## config.mk

```make
export PLATFORM = sky130hd
export DESIGN_NAME = pio_sector_reader
export DESIGN_NICKNAME = d
export VERILOG_FILES = /design/src/rtl/pio_rd_pkg.sv /design/src/rtl/pio_port_map.sv /design/src/rtl/pio_poll_timer.sv /design/src/rtl/pio_sector_reader.sv
export SDC_FILE = /design/constraint.sdc
export NUM_CORES = 1
export LEC_CHECK = 0
export ABC_AREA = 1
export BUFFER_PORTS_ARGS = -buffer_cell sky130_fd_sc_hd__buf_2
export CAP_MARGIN = 20
export CORE_MARGIN = 2
export CORE_UTILIZATION = 45
export CTS_BUF_LIST = sky130_fd_sc_hd__clkbuf_8
export DETAILED_ROUTE_END_ITERATION = 12
export GPL_TIMING_DRIVEN = 0
export PLACE_DENSITY = 0.7
export SYNTH_ARGS = -nofsm -noshare
export SYNTH_HDL_FRONTEND = slang
export SYNTH_SLANG_ARGS = --single-unit
```

## constraint.sdc

```tcl
create_clock -name clk -period 2.1 [get_ports clk]
set_input_delay 0.105 -clock clk [delete_from_list [all_inputs] [get_ports clk]]
set_output_delay 0.105 -clock clk [all_outputs]
set_load 0.1 [all_outputs]
```

## src/rtl/pio_rd_pkg.sv

```systemverilog
package pio_rd_pkg;

    typedef enum logic [3:0] {
        S_IDLE, S_WR_DEV, S_WR_CNT, S_WR_LO, S_WR_MID, S_WR_HI,
        S_WR_CMD, S_POLL, S_RD_ERR, S_XFER, S_DRAIN, S_FINISH
    } state_t;

    typedef enum logic [2:0] {
        RES_OK      = 3'd0,
        RES_NODEV   = 3'd1,
        RES_DEVERR  = 3'd2,
        RES_TIMEOUT = 3'd3,
        RES_BADCNT  = 3'd4
    } res_t;

    localparam logic [7:0] CMD_READ  = 8'h20;
    localparam logic [7:0] CMD_IDENT = 8'hEC;

    localparam logic [2:0] OFS_DATA = 3'd0;
    localparam logic [2:0] OFS_ERR  = 3'd1;
    localparam logic [2:0] OFS_CNT  = 3'd2;
    localparam logic [2:0] OFS_LO   = 3'd3;
    localparam logic [2:0] OFS_MID  = 3'd4;
    localparam logic [2:0] OFS_HI   = 3'd5;
    localparam logic [2:0] OFS_DEV  = 3'd6;
    localparam logic [2:0] OFS_CMD  = 3'd7;

    localparam int ST_BUSY = 7;
    localparam int ST_DREQ = 3;
    localparam int ST_ERR  = 0;

endpackage

```

## src/rtl/pio_port_map.sv

```systemverilog
module pio_port_map #(
    parameter logic [9:0] PRI_BASE = 10'h1F0,
    parameter logic [9:0] SEC_BASE = 10'h170
) (
    input  logic       chan,
    input  logic [2:0] ofs,
    input  logic       rd,
    input  logic       wr,
    output logic [9:0] io_port,
    output logic       cs_cmd
);
    always_comb begin
        io_port = (chan ? SEC_BASE : PRI_BASE) + {7'd0, ofs};
        cs_cmd  = rd | wr;
    end
endmodule

```

## src/rtl/pio_poll_timer.sv

```systemverilog
module pio_poll_timer #(
    parameter int TO_W = 16
) (
    input  logic            clk,
    input  logic            rst_n,
    input  logic            clear,
    input  logic            en,
    input  logic [TO_W-1:0] limit,
    output logic            expired
);
    logic [TO_W-1:0] cnt;

    always_ff @(posedge clk or negedge rst_n) begin
        if (!rst_n)                          cnt <= '0;
        else if (clear)                      cnt <= '0;
        else if (en && (cnt != '1))          cnt <= cnt + 1'b1;
    end

    assign expired = (cnt >= limit);
endmodule

```

## src/rtl/pio_sector_reader.sv

```systemverilog
module pio_sector_reader
    import pio_rd_pkg::*;
#(
    parameter int         CNT_W    = 8,
    parameter int         WORDS    = 256,
    parameter int         TO_W     = 16,
    parameter logic [9:0] PRI_BASE = 10'h1F0,
    parameter logic [9:0] SEC_BASE = 10'h170
) (
    input  logic             clk,
    input  logic             rst_n,
    input  logic [TO_W-1:0]  cfg_poll_limit,
    input  logic             req_valid,
    output logic             req_ready,
    input  logic             req_detect,
    input  logic             req_chan,
    input  logic             req_drive,
    input  logic [27:0]      req_lba,
    input  logic [CNT_W-1:0] req_count,
    output logic [9:0]       io_port,
    output logic [2:0]       ata_reg,
    output logic             ata_cs_cmd,
    output logic             ata_rd,
    output logic             ata_wr,
    output logic [15:0]      ata_wdata,
    input  logic [15:0]      ata_rdata,
    output logic             out_valid,
    input  logic             out_ready,
    output logic [15:0]      out_data,
    output logic             out_last,
    output logic             done,
    output logic [2:0]       done_code,
    output logic [7:0]       err_reg
);
    localparam int WCNT_W = (WORDS > 1) ? $clog2(WORDS) : 1;

    state_t st, st_n;
    res_t   code_r, code_n;

    logic              det_r, chan_r, drive_r;
    logic [27:0]       lba_r;
    logic [CNT_W-1:0]  cnt_r, sec_r;
    logic [WCNT_W-1:0] wcnt_r;
    logic              fire, err_cap, sec_step, tmr_exp;
    logic [7:0]        wbyte;
    logic              word_last, sec_last, slot_free;

    assign word_last = (wcnt_r == WCNT_W'(WORDS - 1));
    assign sec_last  = (sec_r == cnt_r - CNT_W'(1));
    assign slot_free = !out_valid || out_ready;

    // State register and datapath registers
    always_ff @(posedge clk or negedge rst_n) begin
        if (!rst_n) begin
            st        <= S_IDLE;
            code_r    <= RES_OK;
            det_r     <= 1'b0;
            chan_r    <= 1'b0;
            drive_r   <= 1'b0;
            lba_r     <= '0;
            cnt_r     <= '0;
            sec_r     <= '0;
            wcnt_r    <= '0;
            err_reg   <= '0;
            out_valid <= 1'b0;
            out_data  <= '0;
            out_last  <= 1'b0;
        end else begin
            st     <= st_n;
            code_r <= code_n;
            if (st == S_IDLE && req_valid) begin
                det_r   <= req_detect;
                chan_r  <= req_chan;
                drive_r <= req_drive;
                lba_r   <= req_lba;
                cnt_r   <= req_detect ? CNT_W'(1) : req_count;
                sec_r   <= '0;
                wcnt_r  <= '0;
                err_reg <= '0;
            end
            if (sec_step) sec_r <= sec_r + 1'b1;
            if (err_cap)  err_reg <= ata_rdata[7:0];
            if (fire) begin
                wcnt_r    <= word_last ? '0 : wcnt_r + 1'b1;
                out_valid <= 1'b1;
                out_data  <= ata_rdata;
                out_last  <= word_last && sec_last;
            end else if (out_ready) begin
                out_valid <= 1'b0;
                out_last  <= 1'b0;
            end
        end
    end

    // Next state and bus outputs
    always_comb begin
        st_n     = st;
        code_n   = code_r;
        ata_rd   = 1'b0;
        ata_wr   = 1'b0;
        ata_reg  = OFS_DATA;
        wbyte    = 8'h00;
        fire     = 1'b0;
        err_cap  = 1'b0;
        sec_step = 1'b0;
        unique case (st)
            S_IDLE: if (req_valid) begin
                if (!req_detect && req_count == '0) begin
                    st_n   = S_FINISH;
                    code_n = RES_BADCNT;
                end else begin
                    st_n   = S_WR_DEV;
                    code_n = RES_OK;
                end
            end
            S_WR_DEV: begin
                ata_wr  = 1'b1;
                ata_reg = OFS_DEV;
                wbyte   = det_r ? {3'b101, drive_r, 4'h0}
                                : {3'b111, drive_r, lba_r[27:24]};
                st_n    = det_r ? S_WR_CMD : S_WR_CNT;
            end
            S_WR_CNT: begin
                ata_wr = 1'b1; ata_reg = OFS_CNT; wbyte = 8'(cnt_r); st_n = S_WR_LO;
            end
            S_WR_LO: begin
                ata_wr = 1'b1; ata_reg = OFS_LO; wbyte = lba_r[7:0]; st_n = S_WR_MID;
            end
            S_WR_MID: begin
                ata_wr = 1'b1; ata_reg = OFS_MID; wbyte = lba_r[15:8]; st_n = S_WR_HI;
            end
            S_WR_HI: begin
                ata_wr = 1'b1; ata_reg = OFS_HI; wbyte = lba_r[23:16]; st_n = S_WR_CMD;
            end
            S_WR_CMD: begin
                ata_wr  = 1'b1;
                ata_reg = OFS_CMD;
                wbyte   = det_r ? CMD_IDENT : CMD_READ;
                st_n    = S_POLL;
            end
            S_POLL: begin
                ata_rd  = 1'b1;
                ata_reg = OFS_CMD;
                if (ata_rdata[ST_BUSY]) begin
                    if (tmr_exp) begin st_n = S_FINISH; code_n = RES_TIMEOUT; end
                end else if (ata_rdata[ST_ERR]) begin
                    if (det_r) begin st_n = S_FINISH; code_n = RES_NODEV; end
                    else st_n = S_RD_ERR;
                end else if (!ata_rdata[ST_DREQ]) begin
                    if (det_r)        begin st_n = S_FINISH; code_n = RES_NODEV; end
                    else if (tmr_exp) begin st_n = S_FINISH; code_n = RES_TIMEOUT; end
                end else begin
                    st_n = S_XFER;
                end
            end
            S_RD_ERR: begin
                ata_rd  = 1'b1;
                ata_reg = OFS_ERR;
                err_cap = 1'b1;
                st_n    = S_FINISH;
                code_n  = RES_DEVERR;
            end
            S_XFER: if (slot_free) begin
                ata_rd  = 1'b1;
                ata_reg = OFS_DATA;
                fire    = 1'b1;
                if (word_last) begin
                    if (sec_last) st_n = S_DRAIN;
                    else begin st_n = S_POLL; sec_step = 1'b1; end
                end
            end
            S_DRAIN:  if (slot_free) st_n = S_FINISH;
            S_FINISH: st_n = S_IDLE;
            default:  st_n = S_IDLE;
        endcase
    end

    assign ata_wdata = {8'h00, wbyte};
    assign req_ready = (st == S_IDLE);
    assign done      = (st == S_FINISH);
    assign done_code = code_r;

    pio_port_map #(.PRI_BASE(PRI_BASE), .SEC_BASE(SEC_BASE)) u_map (
        .chan    (chan_r),
        .ofs     (ata_reg),
        .rd      (ata_rd),
        .wr      (ata_wr),
        .io_port (io_port),
        .cs_cmd  (ata_cs_cmd)
    );

    pio_poll_timer #(.TO_W(TO_W)) u_tmr (
        .clk     (clk),
        .rst_n   (rst_n),
        .clear   (st != S_POLL),
        .en      (st == S_POLL),
        .limit   (cfg_poll_limit),
        .expired (tmr_exp)
    );
endmodule

```

==> Yosys cells after proc, flatten, opt, wreduce, memory -nomap -nowiden <==
Index checks and enable logic that the tools add are counted.
{ "op_classes": {"addsub": 5, "muxes": 48, "bitwise_logic": 1, "n_eq_ne": 21, "order_cmp": 1, "reduce_logical": 20} }
{ "ops": {"columns": ["op", "count"], "rows": [
  ["two-way mux 8 bit", 8],
  ["one-hot mux 8 bit (6 select lines)", 1],
  ["two-way mux 4 bit", 11],
  ["one-hot mux 4 bit (11 select lines)", 1],
  ["two-way mux 16 bit", 2],
  ["two-way mux 3 bit", 9],
  ["one-hot mux 3 bit (7 select lines)", 1],
  ["adder 16 x 1 -> 16 bit, second input constant", 1],
  ["adder 8 x 1 -> 8 bit, second input constant", 2],
  ["equality test 4 x 3 -> 1 bit, second input constant", 4],
  ["equality test 4 bit, second input constant", 4],
  [">= comparator 16 bit", 1],
  ["inequality test 16 bit, second input constant", 1],
  ["two-way mux 1 bit", 11],
  ["adder 10 x 3 -> 10 bit", 1],
  ["nonzero test 2 bit", 5],
  ["one-hot mux 3 bit (3 select lines)", 1],
  ["equality test 4 x 2 -> 1 bit, second input constant", 2],
  ["equality test 8 bit", 1],
  ["equality test 8 bit, second input constant", 1],
  ["zero test 8 bit", 1],
  ["inequality test 2 bit, second input constant", 4],
  ["inequality test 4 bit, second input constant", 2],
  ["AND reduction 4 bit", 2],
  ["14 further kinds", 19]
]} }
{ "totals": {"reg_bits": 104, "elab_cells": 110} }

==> Longest topological paths before layout <==
{ "depth": {"depth_word": 7, "mapped_depth": 15} }

==> Cells and area by module <==
A second synthesis with hierarchy kept.
{ "hier_totals": {"cells_unflattened": 818, "area_unflattened_um2": 6064.6} }
{ "modules_own_cells": {"columns": ["module", "area_each_um2", "n_inst", "cells_each"], "rows": [
  ["pio_sector_reader", 4505.6, 1, 583],
  ["pio_poll_timer", 1468.9, 1, 220],
  ["pio_port_map", 90.1, 1, 15]
]} }

==> Least setup slack after synthesis <==
OpenSTA, ideal clock, no wires.
{ "synth_timing": {"kind": "register to output", "from": "register out_valid", "to": "output port ata_cs_cmd", "arrival_ps": 2701, "stages_incl_launch_ff": 7, "required_ps": 1995, "slack_ps": -706, "path_cell_list": "dfrtp_1 > nand2_1 > inv_1 > nor2_8 > inv_4 > clkbuf_1 > nand4_1"} }
{ "synth_between": {"elab_chain_len": 5} }
{ "synth_lines": {"columns": ["element", "line_no", "rtl"], "rows": [
  ["from (decl)", "pio_sector_reader.sv:27", "output logic out_valid,"],
  ["from (signal assigned)", "pio_sector_reader.sv:65", "out_valid <= 1'b0;"],
  ["from (signal assigned)", "pio_sector_reader.sv:85", "out_valid <= 1'b1;"],
  ["from (signal assigned)", "pio_sector_reader.sv:89", "out_valid <= 1'b0;"],
  ["zero test 1 bit", "pio_sector_reader.sv:50", "assign slot_free = !out_valid || out_ready;"],
  ["logical OR 1 bit", "pio_sector_reader.sv:50", null],
  ["two-way mux 1 bit", "pio_sector_reader.sv:163", "S_XFER: if (slot_free) begin"],
  ["one-hot mux 1 bit (2 select lines)", "pio_sector_reader.sv:106", "unique case (st)"],
  ["OR 1 bit", "pio_port_map.sv:14", "cs_cmd = rd | wr;"],
  ["to (decl)", "pio_sector_reader.sv:22", "output logic ata_cs_cmd,"]
]} }
No other way between the ends.

==> Final worst setup path <==
{ "layout_timing": {"from": "register st[0]", "to": "output port ata_wdata[0]"} }
{ "layout_between": {"elab_chain_len": 2, "elab_cells_between_ends": 7} }
{ "layout_lines": {"columns": ["element", "line_no", "rtl"], "rows": [
  ["from (decl)", "pio_sector_reader.sv:37", "state_t st, st_n;"],
  ["from (signal assigned)", "pio_sector_reader.sv:69", "st <= st_n;"],
  ["equality test 4 x 3 -> 1 bit, or another cell as far along", "pio_sector_reader.sv:106", null],
  ["one-hot mux 8 bit (6 select lines) *", "pio_sector_reader.sv:106", null],
  ["to (decl)", "pio_sector_reader.sv:25", "output logic [15:0] ata_wdata,"]
]} }
Mark *: on every way between the ends. The rest lies on a longest branch, timed or not.

==> impl_metrics.json <==
{
  "num-nets-final": 1072,
  "synth_edf_count": 0,
  "grt_overflow": 0,
  "syn_inst": 769,
  "hp-start": "req_count[7]",
  "worstPathArrival_ps": 2000,
  "worst_setup_hold_path_clk_slew_ps": 100,
  "final_common_cell": "nand2_1",
  "clk_latency_ps": 390,
  "max_slew_margin": 0.586,
  "r2r_start": "cnt_r[0]$_DFFE_PN0P_",
  "n_antenna_cell": 0,
  "cts-root-buf": "clkbuf_8",
  "fin_crit_ps": 2110,
  "cts_tree": "built",
  "finalWorstSetupSlack_ps": -7.31,
  "dieWidth_um": 118,
  "fp.dieArea_mm2": 0.0140,
  "cts_buffer_depth": 2,
  "slew_violations": 0,
  "wirelength_um": 15300,
  "rows": 41,
  "power_mw": 12.8,
  "rr_endpoint": "sec_r[3]$_DFFE_PN0P_",
  "clock-sinks": 104,
  "dp_hpwl_um": 10700,
  "synth-seq-cells": 104,
  "worst-setup-path-type": "register to output port",
  "synth_area_leader_cell": "dfrtp_1",
  "drt_first_iter_violations": 332,
  "reg2reg_depth": 15,
  "io_buffers": 123,
  "drc": 0,
  "min_to": "cnt_r[7]$_DFFE_PN0P_",
  "power_density_mw_per_mm2": 1630,
  "outcome": "finished with violations",
  "max_flop_register": "lba_r",
  "synth.distinct_cells": 43,
  "yosysWarnings": 0,
  "finalCritPeriodShare": 1.00,
  "fmax_ghz": 0.475,
  "final_layout_size_suffix_gt1_frac": 0.251,
  "final_cells": 1154,
  "cts_buffers": 9,
  "power.leakage_nw": 4.13,
  "ioPinCount": 138,
  "dr_total_vias": 5637,
  "dp_cells": 1077,
  "async_flop_share": 1.00,
  "slowest_stage": "dfrtp_2",
  "synth_top_area_share": 0.442,
  "critPathLaunchType": "register",
  "worstMarginPinSlew_ps": 621,
  "post_drt_wl_per_cell_um": 13.2,
  "ys.flop_type": "dfrtp_1",
  "grt_pass1_vias": 5278,
  "largest_reg_flops": 28,
  "grt_usage": 0.220,
  "synth_area_per_cell_um2": 7.65,
  "mostFrequentLayoutCells": "240 x nand2_1, 114 x buf_2, 100 x dfrtp_1",
  "place_congestion": 0.899,
  "dr.pass1.iters": 4,
  "die_h_um": 118,
  "hold_depth": 3,
  "synth_area_mm2": 0.00588,
  "path_delay_family": "flip-flops",
  "grt_pass1_wl_um": 25100,
  "initial_core_util": 0.464,
  "crit_fanout": 8,
  "reg_top3": "lba_r (28), out_data (16), u_tmr.cnt (16)",
  "drv_cap": 0,
  "hold_viol": 0,
  "netlist_top_cells_area": "dfrtp_1 44%, nand2_1 15%, inv_1 6.6%",
  "reg2reg_slack_ps": 160,
  "htreeDepth": 3,
  "postRouteAntennaNets": 0,
  "core_area_mm2": 0.0127,
  "required_ps": 2000,
  "syn_to_final_growth_pct": 33.1,
  "rsz0062_at_grt": "true",
  "clock_skew_ps": 7.44,
  "slowest_delay_ps": 500,
  "end_kind": "output port",
  "setup_viol": 1,
  "yosysSeqAreaShare": 0.442,
  "antenna_found_initial": 0,
  "grt_max_degree": 58,
  "violations": "setup timing",
  "path_cells": "nor2_2 -> inv_2 -> nor2_4 -> a22o_1 -> a21oi_1 -> o211ai_1 -> buf_6",
  "irDropWorstVdd_mv": 2.65,
  "via_per_inst": 4.88,
  "hold_class": "input port to register",
  "path_buf_inv": 2
}
[Yosys cell counts, types with 2 or more instances]
master    number
dfrtp_1      104
nand2_1      242
o22ai_1       12
a21oi_1       19
o21ai_1        9
a31oi_1        7
clkbuf_1       8
inv_1        103
nor2_1        47
nand4_1       10
nor2_8         2
a221oi_1       6
buf_4         17
nand2_2        8
nor2_2         5
xnor2_1        7
nor2_4         5
o31ai_1        2
o21ai_0       36
inv_2         11
o21ai_2        5
nand3b_1       2
nand3_1       40
xor2_1         8
conb_1         2
buf_2          5
nor3_2         2
ha_1          20
nor3_1        11
[worst max-delay path by stage]
stage | to | slack (ps) | cells after the start | startpoint
after floorplan | ata_cs_cmd | -410 | 6 | out_valid$_DFFE_PN0P_
after global placement | out_valid$_DFFE_PN0P_ | -440 | 1 | rst_n
after detailed placement | ata_wdata[6] | -180 | 8 | st[3]$_DFFE_PN0P_
after CTS | ata_wdata[6] | -10 | 9 | st[2]$_DFFE_PN0P_
after global routing | ata_wdata[6] | -110 | 9 | st[2]$_DFFE_PN0P_
final | ata_wdata[0] | -7 | 7 | st[0]$_DFFE_PN0P_
[layer usage]
layer,track usage,share of wire,wire [µm]
met1,0.296,0.45,6810
met2,0.354,0.46,7030
met3,0.0632,0.083,1260
met4,0.0474,0.012,184
met5,0,0,0
[worst reg2reg max path, stage by stage, from the launching register on]
cell and delay, ps:
dfrtp_1 400, inv_4 70, ha_2 330, inv_1 40, nand2_1 40, nand2_1 40
nor2_1 100, nand2_1 70, nor2_1 90, nand2_1 90, nor2_4 120, nand2_4 90
nand2_4 100, buf_8 130, nand3_1 60, o21ai_1 80
[cells by family (layout without fill, tap and decap cells)]
group | Yosys count | count (layout) | share of synthesized area
and+or+nand+nor | 379 | 379 | 0.282
AOI/OAI and AO/OA | 103 | 103 | 0.103
adders and majority gates | 20 | 20 | 0.0425
DFF | 104 | 104 | 0.442
buffers and inverters | 146 | 347 | 0.107
other | 2 | 14 | 0.00128
xor gates and xnor gates | 15 | 15 | 0.0223
[cell type report]
type                            instances  area [µm²]
Fill cell                            1109        4840
Inverter                              115         444
Sequential cell                       104        2610
Clock buffer                           10         138
Timing Repair Buffer                  187        1360
Clock inverter                          6        65.1
Buffer                                 29         190
Tap cell                              172         215
Multi-Input combinational cell        531        2820
[power by group]
part	switching (mW)	total (mW)	internal [mW]
sequential	0.489	3.13	2.64
clock	0.726	1.31	0.588
combinational	6.35	8.36	2.01
total	7.56	12.8	5.23
[through the flow]
stage,setup WS (ps),hold slack [ps],TNS [ps],cell area [µm²],util
floorplan,-415,-191,-775,5950,-
global placement,-443,307,-26940,6780,0.535
detailed placement,-184,163,-645,6810,0.537
CTS,-12.4,0.513,-21.3,7630,0.602
global route,-106,20.1,-378,7830,0.618
finish,-7.31,16.8,-7.31,7830,0.618
[what timing repair did]
action	4_1_cts	5_1_grt
setup buffers	1	11
hold buffers	50	1
endpoints found under the hold margin	101	1
endpoints found under the setup margin	14	26
pin swaps	2	11
resized for setup	41	32
(Power assumes the default switching activity.)
